==> config.mk <==
export PLATFORM = sky130hd
export DESIGN_NAME = irq_ctrl
export DESIGN_NICKNAME = d
export VERILOG_FILES = /design/src/rtl/irq_pkg.sv /design/src/rtl/irq_edge_sync.sv /design/src/rtl/irq_prio_enc.sv /design/src/rtl/irq_ctrl.sv
export SDC_FILE = /design/constraint.sdc
export NUM_CORES = 1
export LEC_CHECK = 0
export ABC_AREA = 1
export BUFFER_PORTS_ARGS = -buffer_cell sky130_fd_sc_hd__buf_2
export CORE_MARGIN = 2
export CORE_UTILIZATION = 46
export DETAILED_ROUTE_END_ITERATION = 8
export PLACE_DENSITY = 0.71
export SYNTH_ARGS = -nofsm -noshare
export SYNTH_HDL_FRONTEND = slang
export SYNTH_SLANG_ARGS = --single-unit
export TNS_END_PERCENT = 30
==> constraint.sdc <==
create_clock -name clk -period 1.7 [get_ports clk]
set_clock_uncertainty 0.1 [all_clocks]
set_input_delay 0.425 -clock clk [delete_from_list [all_inputs] [get_ports clk]]
set_output_delay 0.425 -clock clk [all_outputs]
set_load 0.05 [all_outputs]
==> src/rtl/irq_pkg.sv <==
package irq_pkg;
    localparam int unsigned NSRC      = 8;
    localparam int unsigned VEC_W     = $clog2(NSRC);
    localparam int unsigned DATA_W    = 8;
    localparam int unsigned ADDR_W    = 2;
    localparam int unsigned NEXT      = 2;
    localparam int unsigned FLAG_W    = 4;

    localparam int unsigned SLOT_EXT0 = 4;
    localparam int unsigned SLOT_EXT1 = 5;
    localparam int unsigned SLOT_RSVD = 6;

    // internal event lines that may set a request
    localparam logic [NSRC-1:0] INT_EVT_MASK = 8'b1000_1111;
    // slots that can ever hold a pending bit
    localparam logic [NSRC-1:0] REQ_KEEP_MASK = ~(8'(1) << SLOT_RSVD);

    localparam logic [ADDR_W-1:0] A_STAT = 2'd0;
    localparam logic [ADDR_W-1:0] A_ENA  = 2'd1;
    localparam logic [ADDR_W-1:0] A_REQ  = 2'd2;

    typedef struct packed {
        logic              gie;
        logic [FLAG_W-1:0] flags;
        logic [NSRC-1:0]   ena;
        logic [NSRC-1:0]   req;
    } ctl_t;
endpackage

==> src/rtl/irq_edge_sync.sv <==
module irq_edge_sync #(
    parameter int unsigned W = 2
) (
    input  logic         clk,
    input  logic         rst_n,
    input  logic [W-1:0] pin_i,
    output logic [W-1:0] rise_o
);
    typedef struct packed {
        logic [W-1:0] s1;
        logic [W-1:0] s2;
        logic [W-1:0] s3;
    } sync_t;

    sync_t sync_d, sync_q;

    always_comb begin
        sync_d    = sync_q;
        sync_d.s1 = pin_i;
        sync_d.s2 = sync_q.s1;
        sync_d.s3 = sync_q.s2;
    end

    always_ff @(posedge clk or negedge rst_n) begin
        if (!rst_n) sync_q <= '0;
        else        sync_q <= sync_d;
    end

    assign rise_o = sync_q.s2 & ~sync_q.s3;

    // a held level produces a single-cycle rise
    a_r9_single_rise: assert property (@(posedge clk) disable iff (!rst_n)
        (|rise_o) |=> ((rise_o & $past(rise_o)) == '0));
endmodule

==> src/rtl/irq_prio_enc.sv <==
module irq_prio_enc #(
    parameter int unsigned N     = 8,
    parameter int unsigned VEC_W = $clog2(N)
) (
    input  logic [N-1:0]     pend_i,
    output logic             any_o,
    output logic [VEC_W-1:0] vec_o
);
    always_comb begin
        vec_o = '0;
        for (int i = N - 1; i >= 0; i--) begin
            if (pend_i[i]) vec_o = i[VEC_W-1:0];
        end
        any_o = |pend_i;
    end
endmodule

==> src/rtl/irq_ctrl.sv <==
module irq_ctrl
    import irq_pkg::*;
(
    input  logic                 clk,
    input  logic                 rst_n,
    input  logic [ADDR_W-1:0]    reg_addr_i,
    input  logic                 reg_wr_i,
    input  logic [DATA_W-1:0]    reg_wdata_i,
    output logic [DATA_W-1:0]    reg_rdata_o,
    input  logic [NSRC-1:0]      int_evt_i,
    input  logic [NEXT-1:0]      ext_pin_i,
    input  logic                 ack_i,
    output logic                 irq_o,
    output logic [VEC_W-1:0]     irq_vec_o
);
    localparam int unsigned PAD_W = DATA_W - 1 - FLAG_W;

    ctl_t ctl_d, ctl_q;

    logic [NEXT-1:0] ext_rise;
    logic [NSRC-1:0] hw_set;
    logic [NSRC-1:0] pend;
    logic            pend_any;
    logic [VEC_W-1:0] win_vec;
    logic            take;

    irq_edge_sync #(.W(NEXT)) i_sync (
        .clk    (clk),
        .rst_n  (rst_n),
        .pin_i  (ext_pin_i),
        .rise_o (ext_rise)
    );

    always_comb begin
        hw_set = int_evt_i & INT_EVT_MASK;
        hw_set[SLOT_EXT0] = ext_rise[0];
        hw_set[SLOT_EXT1] = ext_rise[1];
    end

    assign pend = ctl_q.req & ctl_q.ena;

    irq_prio_enc #(.N(NSRC), .VEC_W(VEC_W)) i_prio (
        .pend_i (pend),
        .any_o  (pend_any),
        .vec_o  (win_vec)
    );

    assign irq_o     = ctl_q.gie & pend_any;
    assign irq_vec_o = win_vec;
    assign take      = ack_i & irq_o;

    always_comb begin
        ctl_d = ctl_q;
        if (reg_wr_i) begin
            case (reg_addr_i)
                A_STAT: begin
                    ctl_d.gie   = reg_wdata_i[DATA_W-1];
                    ctl_d.flags = reg_wdata_i[FLAG_W-1:0];
                end
                A_ENA:   ctl_d.ena = reg_wdata_i;
                A_REQ:   ctl_d.req = reg_wdata_i;
                default: ;
            endcase
        end
        if (take) begin
            ctl_d.gie          = 1'b0;
            ctl_d.req[win_vec] = 1'b0;
        end
        ctl_d.req = (ctl_d.req | hw_set) & REQ_KEEP_MASK;
    end

    always_ff @(posedge clk or negedge rst_n) begin
        if (!rst_n) ctl_q <= '0;
        else        ctl_q <= ctl_d;
    end

    always_comb begin
        case (reg_addr_i)
            A_STAT:  reg_rdata_o = {ctl_q.gie, {PAD_W{1'b0}}, ctl_q.flags};
            A_ENA:   reg_rdata_o = ctl_q.ena;
            A_REQ:   reg_rdata_o = ctl_q.req;
            default: reg_rdata_o = '0;
        endcase
    end

    // no request to the core while globally disabled
    a_r6_gie_gates_irq: assert property (@(posedge clk) disable iff (!rst_n)
        !ctl_q.gie |-> !irq_o);

    // the shown vector is pending+enabled and no lower slot is
    a_r8_lowest_wins: assert property (@(posedge clk) disable iff (!rst_n)
        irq_o |-> (pend[irq_vec_o] &&
                   ((pend & ((8'(1) << irq_vec_o) - 8'(1))) == '0)));

    // acknowledge closes the global enable on the next cycle
    a_r10_ack_clears: assert property (@(posedge clk) disable iff (!rst_n)
        (ack_i && irq_o) |=> !ctl_q.gie);

    // a hardware set is never lost, even against a clear
    a_r4_hw_wins: assert property (@(posedge clk) disable iff (!rst_n)
        (|hw_set) |=> ((ctl_q.req & $past(hw_set)) == $past(hw_set)));
endmodule

==> summary.txt, run 1 <==
STA
  • RSZ-0062 raised after global routing: yes
  • Hold Fails Final Rpt: 17
  • Final slew viol count: 0
  • Tcrit/Tclk final: 115%
  • Final setup margin: -0.247 ns
  • Fin Setup TNS: -1.42 ns
  • Slew margin rel.: between 60% and 70%
  • Slew of the pin with the lowest slew margin: just under 0.6 ns
  • Min cycle time layout: 1.95 ns
  • Max Freq: about 500 MHz
  • Worst Hold Slack: -0.0120 ns
  • Count of final setup violators: 11

Clock tree
  • Clock latency on the worst-skew pair: approximately 0.32 ns
  • CTS H-tree depth: 1
  • Hold_buf cts: 0
  • CTS tree: yes
  • CTS Sinks: 26
  • Clock transition at path regs: 0.14 ns
  • CTS buffer count: 3
  • Clock root cell: clkbuf_4
  • CTS Buffer Depth: 2

Layout
  • Share of layout cells above drive strength 1: roughly two fifths
  • Total Nets Final: approximately 260
  • Finished Core Util: 67.5%
  • Post-route cell area: around 1900 um^2
  • Post-route insts no fill: between 200 and 300
  • # diodes: 0
  • Area Overhead vs Synth: 39.1%

Power
  • Max IR drop VDD: 880 uV
  • P_leak: roughly 1.0 nW
  • Tot Pwr: 1.80 mW
  • Pwr Density: 958 nW/um^2

Floorplanning
  • Core area: between 2000 and 3000 um^2
  • Ports: 36
  • Num rows: 19
  • Die Area: between 3000 and 4000 um^2
  • Initial core utilization: 48.5%
  • Die width: roughly 58 um
  • Die height: 58.2 um

Critical path
  • Worst EP required: 1.17 ns
  • Crit-path slowest cell: dfrtp_1
  • Crit Path Class: reg -> out
  • Critical Path AT: about 1.4 ns
  • Crit end category: primary output
  • Crit-path max FO: 3
  • Crit path cell chain: nand2_2 -> nand2_1 -> nand2_1 -> nand2_1 -> nand2_2 -> a21boi_2 -> buf_6
  • Most used cell, CP: nand2_1
  • Max incr delay on CP: roughly 0.40 ns
  • Startpoint type of the worst setup path: flop

Routing
  • DR vias: approximately 1300
  • Initial DRC Count: 45
  • WL per Instance: approximately 12 um
  • Drt pass-1 iters: 4
  • WL final: approximately 3.2 mm
  • Post-route DRC: 0
  • Routed Antenna Nets: 0
  • Vias/cell: 4.96

Run
  • Number of max-cap violations: 0

Worst hold path
  • Hold crit path type: in -> async

Placed design
  • Placed standard-cell area: roughly 1600 um^2
  • Hpwl dp: approximately 2.2 mm
  • Final GP Congestion: 0.882
  • Placed insts: roughly 250
  • Port-buffer cells: 32
  • Place WS: -0.119 ns

Global route
  • Largest net degree at the start of global routing: 27
  • First-pass GRT wire length: 5.40 mm
  • Total grt overflow: 0
  • Initial antenna violation count: 0
  • Vias in the first global route: roughly 1300
  • Global Route Usage Sum: between 20% and 30%

Synth
  • Avg Synthesized Cell Area: 7.62 um^2
  • Syn Inst Count: 177
  • Synthesis-stage register bit count: 26
  • Netlist Area Pre-Place: 1350 um^2
  • Synth warnings: 0
  • Synth Net Count: 201
  • Post-synth cell types: 20
  • Share of the yosys chip area belonging to registers: 48.2%

Status
  • Failing checks: hold timing, setup timing
  • Status: finished with violations
-- cell type report --
class | instances | area, um^2
fill | 231 | 905
multi-input combinational | 128 | 659
sequential | 26 | 651
timing repair buffer | 58 | 427
inverter | 21 | 78.8
tap | 31 | 38.8
clock buffer | 3 | 22.5
-- critical path: cells and delay by family, from the launching register on --
family / cells / cell delay, ns
flip-flops: 1 / 0.40
AND/OR/NAND/NOR: 5 / 0.33
AO/OA/AOI/OAI: 1 / 0.19
buffers and inverters: 1 / 0.19
-- cells in the final DEF, fill, tap and decap left out --
master / count
nand3_1: 5
nor3_2: 1
a22o_2: 2
buf_6: 7
nor2_4: 3
o21ai_1: 5
dfrtp_1: 26
nor2_1: 6
a21boi_1: 1
nand2_1: 66
o21ai_0: 10
buf_8: 2
nand3_2: 4
inv_1: 17
nor2_2: 3
inv_2: 4
buf_4: 28
o21bai_1: 1
a21oi_1: 2
nand2_2: 13
buf_2: 20
clkbuf_4: 4
o21ai_2: 3
a21boi_2: 1
nand2_4: 2
-- Yosys cell counts --
library cell  number  area [um^2]
nor2_4             2         22.5
o21ai_1            5         25.0
buf_6              2         22.5
o21ai_2            3         26.3
nand2_1           77          289
a21boi_0           1         7.51
nand2_2            2         12.5
inv_1             20         75.1
o21bai_1           1         7.51
nor2_2             2         12.5
dfrtp_1           26          651
nor2_1             8         30.0
a21boi_2           1         11.3
nand2_4            2         22.5
a21oi_1            2         10.0
nor3_1             1         5.00
nand3_1            9         45.0
a22o_2             2         20.0
inv_2              1         3.75
o21ai_0           10         50.1
-- power breakdown --
| group | switching, mW | total (mW) | leakage, nW | internal (mW) |
|---|---|---|---|---|
| registers | 0.0472 | 0.738 | 0.299 | 0.691 |
| logic | 0.473 | 0.799 | 0.737 | 0.325 |
| clock network | 0.178 | 0.261 | 0.0138 | 0.0828 |
| total | 0.698 | 1.80 | 1.05 | 1.10 |
-- registers in the layout, indices dropped and copies added, names as in the netlist --
name,flops
i_sync.sync_q,2
i_sync.sync_d,4
ctl_q,20
-- routing by layer --
| metal | vias to the layer above | global-route usage [%] | wire length [um] |
|---|---|---|---|
| met5 | - | 0 | 0 |
| met4 | 0 | 8.31 | 38 |
| met3 | 4 | 2.46 | 155 |
| met2 | 38 | 33.4 | 1560 |
| met1 | 616 | 28.1 | 1420 |
| li1 | 667 | - | - |
-- repair_timing --
action	4_1_cts	5_1_grt
pin swaps	3	8
endpoints found under the setup margin	12	14
setup buffers	9	6
gates resized for setup	33	11
gates cloned	0	0
-- worst paths after layout --
check                           slack, ns          endpoint  depth (start not counted)        startpoint
worst max-delay path                -0.25      irq_vec_o[0]                          7          ctl_q[7]
worst min register to register       0.27  i_sync.sync_d[0]                          0  i_sync.sync_d[2]
worst max register to register       0.04          ctl_q[4]                         13          ctl_q[1]
min in group clk                     0.11  i_sync.sync_d[2]                          1      ext_pin_i[0]
max in group asynchronous            1.12         ctl_q[12]                          1             rst_n
worst min-delay path                -0.01         ctl_q[11]                          1             rst_n
-- logic make-up after synthesis --
| family | after synthesis | share of synthesized area (%) |
|---|---|---|
| buf+inv | 23 | 7.51 |
| flops | 26 | 48.2 |
| compound gates | 25 | 11.7 |
| simple gates | 103 | 32.6 |
Power figures use the tool's default switching activity.
==> run 2, diff against run 1 <==
--- a/config.mk
+++ b/config.mk
@@ -8,9 +8,9 @@
 export ABC_AREA = 1
 export BUFFER_PORTS_ARGS = -buffer_cell sky130_fd_sc_hd__buf_2
 export CORE_MARGIN = 2
-export CORE_UTILIZATION = 46
+export CORE_UTILIZATION = 45
 export DETAILED_ROUTE_END_ITERATION = 8
-export PLACE_DENSITY = 0.71
+export PLACE_DENSITY = 0.7
 export SYNTH_ARGS = -nofsm -noshare
 export SYNTH_HDL_FRONTEND = slang
 export SYNTH_SLANG_ARGS = --single-unit
==> summary.txt, run 2 (same netlist as run 1, synthesis figures left out) <==
Critical path
  • Most used cell, CP: nand2_2
  • Startpoint type of the worst setup path: flop
  • Crit Path Class: reg -> out
  • Crit-path slowest cell: dfrtp_1
  • CP top delay family: flip-flops
  • FF-to-FF setup slack: 0.10 ns (+0.06 ns)
  • Crit path depth: 6 (-1)
  • Crit path cell chain: nand2_2 -> nand2_2 -> inv_2 -> nand2_1 -> nor2_2 -> buf_6
  • RR Startpoint: ctl_q[9]
  • Reg2reg path depth: 11 (-2)
  • Max incr delay on CP: 0.42 ns (+0.02 ns)
  • Crit end category: primary output
  • Worst EP required: 1.17 ns (about the same)
  • Reg2reg end: ctl_q[5]
  • Critical Path AT: 1.41 ns (about the same)
  • Crit-path max FO: 3 (unchanged)
  • Buffers plus inverters on the worst setup path: 2 (+1)

Placed design
  • Final GP Congestion: 0.907 (+2.8%)
  • Placed insts: 248 (-0.40%)
  • Hpwl dp: 2.19 mm (-0.70%)
  • Port-buffer cells: 32 (unchanged)

Routing
  • Initial DRC Count: 49 (+8.9%)
  • DR vias: 1312 (-0.98%)
  • Vias/cell: 4.90 (-1.4%)
  • WL per Instance: 12.3 um (+4.1%)
  • Drt pass-1 iters: 6 (+2)
  • Routed Antenna Nets: 0 (unchanged)
  • WL final: 3.31 mm (+4.5%)
  • Post-route DRC: 2 (+2)

Power
  • Logic pwr share: 41.5% (-2.9 points)
  • P_leak: 1.08 nW (+2.5%)
  • Sequential Power Share: 37.0% (-4.1 points)
  • Net switching power: 727 uW (+4.0%)
  • Pwr Density: 1040 nW/um^2 (+8.1%)
  • Sw frac: 36.5% (-2.3 points)
  • Clk pwr share: 21.5% (+7.0 points)
  • Internal power: 1.26 mW (+15%)
  • Tot Pwr: 1.99 mW (+11%)
  • Max IR drop VDD: 528 uV (-40%)

STA
  • Max Freq: 517 MHz (+0.74%)
  • Slew of the pin with the lowest slew margin: 0.599 ns (+0.00817 ns)
  • Final slew viol count: 0 (unchanged)
  • Tcrit/Tclk final: 114% (-0.84 points)
  • Count of final setup violators: 10 (-1)
  • Fin Setup TNS: -1.19 ns (+0.232 ns)
  • Worst Hold Slack: 0.0982 ns (+0.110 ns)
  • Min cycle time layout: 1.93 ns (-0.0142 ns)
  • RSZ-0062 raised after global routing: yes
  • Final setup margin: -0.233 ns (+0.0142 ns)
  • Hold Fails Final Rpt: 0 (-17)
  • Slew margin rel.: 60.1% (-0.54 points)

Clock tree
  • Clock latency on the worst-skew pair: 0.32 ns (about the same)
  • CTS Sinks: 26 (unchanged)
  • CTS tree: yes
  • Clock root cell: clkbuf_4
  • CTS buffer count: 3 (unchanged)
  • CTS H-tree depth: 1 (unchanged)
  • CTS Buffer Depth: 2 (unchanged)
  • Clock transition at path regs: 0.15 ns (about the same)

Worst hold path
  • Worst hold path endpoint: i_sync.sync_d[2]
  • Hold crit path type: in -> reg
  • Min-delay src: ext_pin_i[0]
  • Hold path depth: 1

Layout
  • Commonest non-fill, non-tap cell in the layout: nand2_1
  • Post-route insts no fill: 268 (+0.37%)
  • Area Overhead vs Synth: 42.5%
  • Finished Core Util: 68.5% (+1.0 points)
  • Share of layout cells above drive strength 1: 40.1% (-1.0 points)
  • # diodes: 0 (unchanged)
  • Reg with most FFs: ctl_q
  • Total Nets Final: 262 (unchanged)
  • Largest register FFs: 20 (unchanged)
  • Leading cell types in the layout, fill and taps excluded: nand2_1 (69), buf_4 (27), dfrtp_1 (26)

Run
  • Number of max-cap violations: 0 (unchanged)

Floorplanning
  • Ports: 36 (unchanged)
  • Core area: 2810 um^2 (+0.85%)
  • Die height: 58.7 um (+1.0%)
  • Die width: 58.7 um (+1.0%)
  • Die Area: 3450 um^2 (+2.1%)
  • Initial core utilization: 48.1% (-0.41 points)
  • Num rows: 19 (unchanged)

Global route
  • Global Route Usage Sum: 21.1% (+0.53 points)
  • Total grt overflow: 0 (unchanged)
  • Largest net degree at the start of global routing: 27 (unchanged)
  • Initial antenna violation count: 0 (unchanged)
  • Vias in the first global route: 1350 (+7.2%)
  • First-pass GRT wire length: 5.60 mm (+3.8%)

Status
  • Failing checks: DRC, setup timing
  • Status: finished with violations
[run 2: cell types whose count changed in the layout (fill, tap and decap cells not counted), sizes merged]
cell / before / now
bufinv: 0 / 1
dlygate4sd3: 0 / 1
buf: 57 / 56
[run 2: stage by stage]
| stage | setup slack [ns] | area, um^2 |
|---|---|---|
| global route | -0.320 | 1920 |
| global placement | -0.0824 | 1610 |
| detailed placement | -0.0988 | 1610 |
| finish | -0.233 | 1920 |
| CTS | -0.251 | 1850 |
| floorplan | -0.156 | 1350 |
[run 2: final cells by class]
class,instances,area [um^2]
clock buffer,3,22.5
clock inverter,1,30.0
fill,244,883
inverter,21,78.8
multi-input combinational,128,669
sequential,26,651
tap,31,38.8
timing repair buffer,58,432
[run 2: power by group through the flow]
stage / Combinational, mW / Sequential (mW) / Clock [mW]
after detailed placement: 0.612 / 0.750 / 0
after floorplan: 0.442 / 0.740 / 0
after CTS: 0.767 / 0.735 / 0.434
after global placement: 0.596 / 0.747 / 0
final: 0.825 / 0.736 / 0.428
after global routing: 0.898 / 0.747 / 0.460
[run 2: worst max-delay path by stage]
| stage | startpoint | endpoint | slack, ns |
|---|---|---|---|
| 2_1_floorplan | ctl_q[13] | irq_o | -0.16 |
| 3_3_place_gp | reg_addr_i[0] | reg_rdata_o[3] | -0.08 |
| 3_5_place_dp | reg_addr_i[0] | reg_rdata_o[0] | -0.1 |
| 4_1_cts | ctl_q[13] | irq_vec_o[0] | -0.25 |
| 5_1_grt | ctl_q[13] | irq_vec_o[0] | -0.32 |
| 6_report | ctl_q[9] | irq_vec_o[2] | -0.23 |
[run 2: metal layers]
layer / part of all wire, % / global-route usage, %
met5: 0 / 0
met4: 0.88 / 9.74
met3: 5.7 / 2.86
met2: 50 / 35.4
met1: 43 / 27.0
[run 2: repair_timing]
action | 4_1_cts | 5_1_grt
gates cloned | 0 | 0
pin swaps | 4 | 1
hold buffers | 1 | 0
resized for setup | 34 | 11
endpoints found under the setup margin | 12 | 13
hold endpoints to repair | 25 | 0
setup buffers | 12 | 3
